`config.mk`:
```
export PLATFORM = sky130hd
export DESIGN_NAME = irq_cause_bank
export DESIGN_NICKNAME = d
export VERILOG_FILES = /design/src/rtl/irq_cause_bank.sv
export SDC_FILE = /design/constraint.sdc
export NUM_CORES = 1
export LEC_CHECK = 0
export BUFFER_PORTS_ARGS = -buffer_cell sky130_fd_sc_hd__clkbuf_2
export CORE_UTILIZATION = 30
export DETAILED_ROUTE_END_ITERATION = 10
export PLACE_DENSITY = 0.59
export SETUP_SLACK_MARGIN = 0.02
export SYNTH_ARGS = -nofsm -noshare
export SYNTH_HDL_FRONTEND = slang
export SYNTH_SLANG_ARGS = --single-unit
export TNS_END_PERCENT = 50
```
`constraint.sdc`:
```
create_clock -name clk -period 2.8 [get_ports clk]
set_input_delay 0.84 -clock clk [delete_from_list [all_inputs] [get_ports clk]]
set_output_delay 0.84 -clock clk [all_outputs]
set_load 0.05 [all_outputs]
```
`src/rtl/irq_cause_bank.sv`:
```
module irq_cause_bank #(
  parameter int NSRC   = 32,
  parameter int ADDR_W = 5
) (
  input  logic              clk,
  input  logic              rst_n,
  input  logic [NSRC-1:0]   hw_evt,
  input  logic [ADDR_W-1:0] addr,
  input  logic              wr_en,
  input  logic [NSRC-1:0]   wr_data,
  input  logic              rd_en,
  output logic [NSRC-1:0]   rd_data,
  output logic              irq_out
);
  localparam logic [ADDR_W-1:0] OFS_MODE  = ADDR_W'(8'h00);
  localparam logic [ADDR_W-1:0] OFS_CAUSE = ADDR_W'(8'h04);
  localparam logic [ADDR_W-1:0] OFS_MCAUS = ADDR_W'(8'h08);
  localparam logic [ADDR_W-1:0] OFS_SWSET = ADDR_W'(8'h0C);
  localparam logic [ADDR_W-1:0] OFS_MASK  = ADDR_W'(8'h10);
  localparam logic [ADDR_W-1:0] OFS_MSET  = ADDR_W'(8'h14);
  localparam logic [ADDR_W-1:0] OFS_MCLR  = ADDR_W'(8'h18);

  logic [NSRC-1:0] cause, mode, mask;
  logic [NSRC-1:0] visible, set_v, w1c_v, cor_v;
  logic            irq_q;

  assign visible = cause & ~mask;

  assign set_v = hw_evt | ((wr_en && addr == OFS_SWSET) ? wr_data : '0);
  assign w1c_v = (wr_en && (addr == OFS_CAUSE || addr == OFS_MCAUS)) ? (wr_data & ~mode) : '0;
  assign cor_v = !rd_en              ? '0 :
                 (addr == OFS_CAUSE) ? (cause & mode) :
                 (addr == OFS_MCAUS) ? (visible & mode) : '0;

  always_ff @(posedge clk) begin
    if (!rst_n) begin
      cause <= '0;
      mode  <= '0;
      mask  <= '1;
      irq_q <= 1'b0;
    end else begin
      cause <= (cause & ~(w1c_v | cor_v)) | set_v;
      irq_q <= |visible;
      if (wr_en) begin
        case (addr)
          OFS_MODE: mode <= wr_data;
          OFS_MASK: mask <= wr_data;
          OFS_MSET: mask <= mask | wr_data;
          OFS_MCLR: mask <= mask & ~wr_data;
          default: ;
        endcase
      end
    end
  end

  always_comb begin
    rd_data = '0;
    if (rd_en) begin
      case (addr)
        OFS_MODE:  rd_data = mode;
        OFS_CAUSE: rd_data = cause;
        OFS_MCAUS: rd_data = visible;
        OFS_MASK:  rd_data = mask;
        default:   rd_data = '0;
      endcase
    end
  end

  assign irq_out = irq_q;

  // an event pulse is held in cause on the next cycle
  a_r3_evt_sticks: assert property (@(posedge clk) disable iff (!rst_n)
    1'b1 |=> ((cause & $past(hw_evt)) == $past(hw_evt)));

  // a quiet read of the raw view empties its clear-on-read bits
  a_r6_cor_clears: assert property (@(posedge clk) disable iff (!rst_n)
    (rd_en && !wr_en && addr == OFS_CAUSE && hw_evt == '0) |=> ((cause & $past(cause & mode)) == '0));

  // writes never disturb clear-on-read bits
  a_r5_write_spares_cor: assert property (@(posedge clk) disable iff (!rst_n)
    (wr_en && !rd_en && addr == OFS_CAUSE) |=> ((cause & $past(cause & mode)) == $past(cause & mode)));

  // set alias raises every written one
  a_r9_mask_set: assert property (@(posedge clk) disable iff (!rst_n)
    (wr_en && addr == OFS_MSET) |=> ((mask & $past(wr_data)) == $past(wr_data)));

  // clear alias drops every written one
  a_r9_mask_clr: assert property (@(posedge clk) disable iff (!rst_n)
    (wr_en && addr == OFS_MCLR) |=> ((mask & $past(wr_data)) == '0));

  // a fully masked bank keeps the line low
  a_r10_masked_quiet: assert property (@(posedge clk) disable iff (!rst_n)
    (mask == '1) |=> !irq_out);
endmodule

```
---- Yosys cells after proc, flatten, opt, wreduce, memory -nomap -nowiden ----
Index checks and enable logic that the tools add are counted.
W data, S select, Z words.
operators by class
  bitwise operators ....................... 14
  equality and inequality tests ........... 6
  muxes and demuxes ....................... 8
  reductions and logical operators ........ 8
operator list
  kind                  number
  $and A32 B32 Y32      6
  $mux W32              6
  $not A32 Y32          4
  $or A32 B32 Y32       4
  $pmux W32 S4          1
  $pmux W32 S3          1
  $reduce_or A32 Y1     1
  $eq A5 B5 Y1 const B  3
  $eq A5 B4 Y1 const B  2
  $eq A5 B3 Y1 const B  1
  $logic_not A5 Y1      1
  $reduce_and A2 Y1     2
  $reduce_bool A3 Y1    1
  $logic_and A1 B1 Y1   2
  $logic_or A1 B1 Y1    1
word-level totals
  word-level logic and storage cells ...... 40
  flip-flop bits (word level) ............. 97
  input bits .............................. 73
  output and inout bits ................... 33

---- Longest topological paths before layout ----
  depth in word-level cells ............... 10
  depth in mapped cells ................... 7
  depth with buffers taken out ............ 4

---- Worst setup path before layout ----
No wires, ideal clock.
  path type ............................... in2out
  from .................................... input port addr[2]
  to ...................................... output port rd_data[13]
  required time ........................... 1.960 ns
  stages on the path ...................... 7
  path slack .............................. -0.507 ns
  path buffers ............................ 3
  arrival ................................. 2.467 ns
  cell sequence ........................... buf_2 > buf_2 > buf_2 > mux2i_1 > o22ai_1 > a22oi_1 > nor2_1
on the way
  longest elaborated chain between the ends .. 3
  elaborated cells on any way between the ends .. 6
  those cells by class .................... eq/ne (3); mux (2); reduce/logical (1)
ends and longest elaborated chain
  element                               RTL line  source
  start: declaration                    8         input logic [ADDR_W-1:0] addr,
  $eq A5 B5 Y1 (tied with other cells)  59        case (addr)
  $pmux W32 S4 *                        59
  $mux W32 *                            58        if (rd_en) begin
  end: declaration                      12        output logic [NSRC-1:0] rd_data,
Mark *: on every way between the ends. The rest lies on a longest branch, timed or not.

---- Final worst setup path ----
  from .................................... input port addr[1]
  to ...................................... output port rd_data[13]
The elaborated chain is that of the path after synthesis.

==> flow_summary.ini <==
[sta]
worst_slew_pin_slew_ns = 1.20
clock.fmax_mhz = 343
period_share_pct = 104
setup_viol = 32
relSlewSlack_pct = 19.9
rsz0062_at_grt = yes
slew_violations = 0
setup-tns-final_ns = -2.16
hold_violations = 0
fin_skew_ns = 0.00599
min_period_ns = 2.92
fin_ws_ns = -0.119

[drt]
routed_wl_mm = 21.5
wl_per_cell_um = 20.1
via_per_inst = 5.90
vias = 6290
first_pass_iters = 5
drtAntennaViolNets = 0
drt_iter0_drc = 597
drc = 0

[synth]
avgSynthCellArea_sq_um = 7.95
netlist.area_leader.share_pct = 34.2
synthAdderAreaFrac_pct = 0
netlist_top_cells_count = a21oi_1 (98), dfxtp_1 (97), nand2_1 (68)
synth_most_common_cell = a21oi_1
synthMuxAreaShare_pct = 5.64
synthCells = 714
seq_area_frac_synth_pct = 34.2
synth_top_family_by_area = compound AO/OA/AOI/OAI gates
syn_area_sq_um = 5680
ys.flop_type = dfxtp_1
synth_compound_area_share_pct = 29.2
yosysWarnings = 0
ys_async_sr_fraction_pct = 0
synthDistinctLibCells = 29
ys_seq_elements = 97
synth-edff-count = 0
ys_top_cells_by_area = dfxtp_1 (34%), a21oi_1 (8.6%), a221o_1 (5.6%)
synth-xor-area-share_pct = 0.154
synth_top_area_cell = dfxtp_1
synth-simple-area-share_pct = 25.1
synth_nets = 787

[floorplan]
core_area_sq_um = 18300
die_area_sq_um = 19500
rows = 49
io_pins = 106
die_w_um = 140
die_height_um = 140
start_util_pct = 31.1

[worst_setup_path]
end_kind = output pin
critical_path.startpoint_type = primary input
required_ns = 1.96
critPathMaxFanout = 5
crit_arrival_ns = 2.08
critical_path_class = in -> out

[cts]
cts.sinks = 97
clkTransAtPathRegs_ns = 0.07
cts_tree = yes
htreeDepth = 3
clock_latency_ns = 0.36
cts-root-buf = clkbuf_16
cts_made_buffers = 9
clk_path_buf_depth = 2

[global_route]
grt_max_degree = 98
overflow = 0
grt_pass1_wl_mm = 33.8
antenna_found_initial = 0
track_usage_pct = 22.2
first_global_vias = 6020

[final_layout]
syn2layout_area_growth_pct = 46.6
drive_above_1_share_pct = 32.7
multi_input_area_sq_um = 3880
fin_nets = 907
n_fill_cell = 1790
regArea_sq_um = 1940
antennaDiodeCount = 0

[pwr]
ir_drop_mv = 0.320
total_power_uw = 3210
leakagePower_uw = 0.00282
powerDensity_nw_per_um2 = 386

[worst_hold_path]
min_path_type = reg -> reg

[placement]
dp_hpwl_mm = 13.4
gp_congestion = 0.801
io_buffers = 105

[outcome]
status = finished with violations
failed_checks = setup timing

[run]
max-cap-violations = 0
==> registers in the layout (all words and copies together) (netlist names) <==
signal	flops
mask	32
irq_out	1
mode	32
cause	32
==> power by group <==
| part | switching, uW | total (uW) | leakage [uW] | internal (uW) |
|---|---|---|---|---|
| Clock | 540 | 1160 | 0.000135 | 616 |
| Sequential | 47.4 | 1480 | 0.000796 | 1430 |
| Combinational | 326 | 574 | 0.00189 | 247 |
==> layer usage <==
metal | vias to the layer above | part of all wire [%] | track usage, %
li1 | 2948 | - | -
met1 | 3066 | 44 | 29.3
met2 | 237 | 47 | 35.9
met3 | 39 | 6.0 | 3.37
met4 | 0 | 3.2 | 9.89
met5 | - | 0 | 0
==> layout by cell type (no fill, tap or decap), types with 2 or more instances in the layout <==
master,count
a21oi_1,97
a221o_1,32
a22oi_1,3
a22oi_2,29
and3_1,2
buf_12,42
buf_16,3
buf_4,42
buf_6,12
buf_8,12
clkbuf_16,10
clkbuf_2,68
clkinv_2,4
dfxtp_1,97
mux2i_1,32
nand2_1,68
nand2b_1,33
nand3_1,32
nand4_1,8
nand4b_1,32
nor2_2,5
nor2_4,30
nor3b_1,32
nor4_1,2
nor4b_4,2
o211ai_1,33
o21ai_0,9
o21ai_1,23
o22ai_1,26
o22ai_2,6
==> kinds of logic after synthesis <==
logic type | after synthesis
buffers and inverters | 73
XOR/XNOR | 1
AND/OR/NAND/NOR | 252
flip-flops | 97
multiplexers | 32
AO/OA/AOI/OAI | 259
==> worst max-delay path: stages <==
cell     delay [ns]
buf_8          0.10
nor3b_4        0.25
and2_4         0.25
buf_6          0.14
buf_12         0.11
a22oi_2        0.09
nor2_4         0.14
buf_12         0.14
==> path summary, 6_finish.rpt <==
kind | from | cells after the start | end | slack, ns
setup / recovery | addr[1] | 8 | rd_data[13] | -0.12
hold / removal | mode[22] | 2 | mode[22] | 0.48
setup reg to reg | mask[23] | 4 | irq_out | 1.18
hold reg to reg | mode[22] | 2 | mode[22] | 0.48
==> repair_timing <==
action                     CTS  global route
pin swaps                   42            22
setup endpoints to repair   32            32
resized for setup           51            21
cloned                       5             1
buffers inserted            10             7
hold buffers                 0             0
==> metrics by stage <==
stage | utilization, % | setup slack [ns] | area (sq um) | hold WS (ns) | cells
floorplan | - | -0.0283 | 6130 | 0.457 | 714
global placement | 41.1 | -0.328 | 7510 | 0.472 | 1032
detailed placement | 41.1 | -0.330 | 7510 | 0.477 | 1032
CTS | 44.9 | -0.109 | 8200 | 0.485 | 1061
global route | 45.6 | -0.167 | 8330 | 0.508 | 1067
finish | 45.6 | -0.119 | 8330 | 0.484 | 1067
==> cell type report <==
class | count | share of cell area [%]
Clock buffer | 11 | 2.92
Clock inverter | 4 | 0.240
Inverter | 1 | 0.0451
Multi-Input combinational cell | 544 | 46.6
Sequential cell | 97 | 23.3
Tap cell | 229 | 3.44
Timing Repair Buffer | 181 | 23.4
Power figures use the tool's default switching activity.
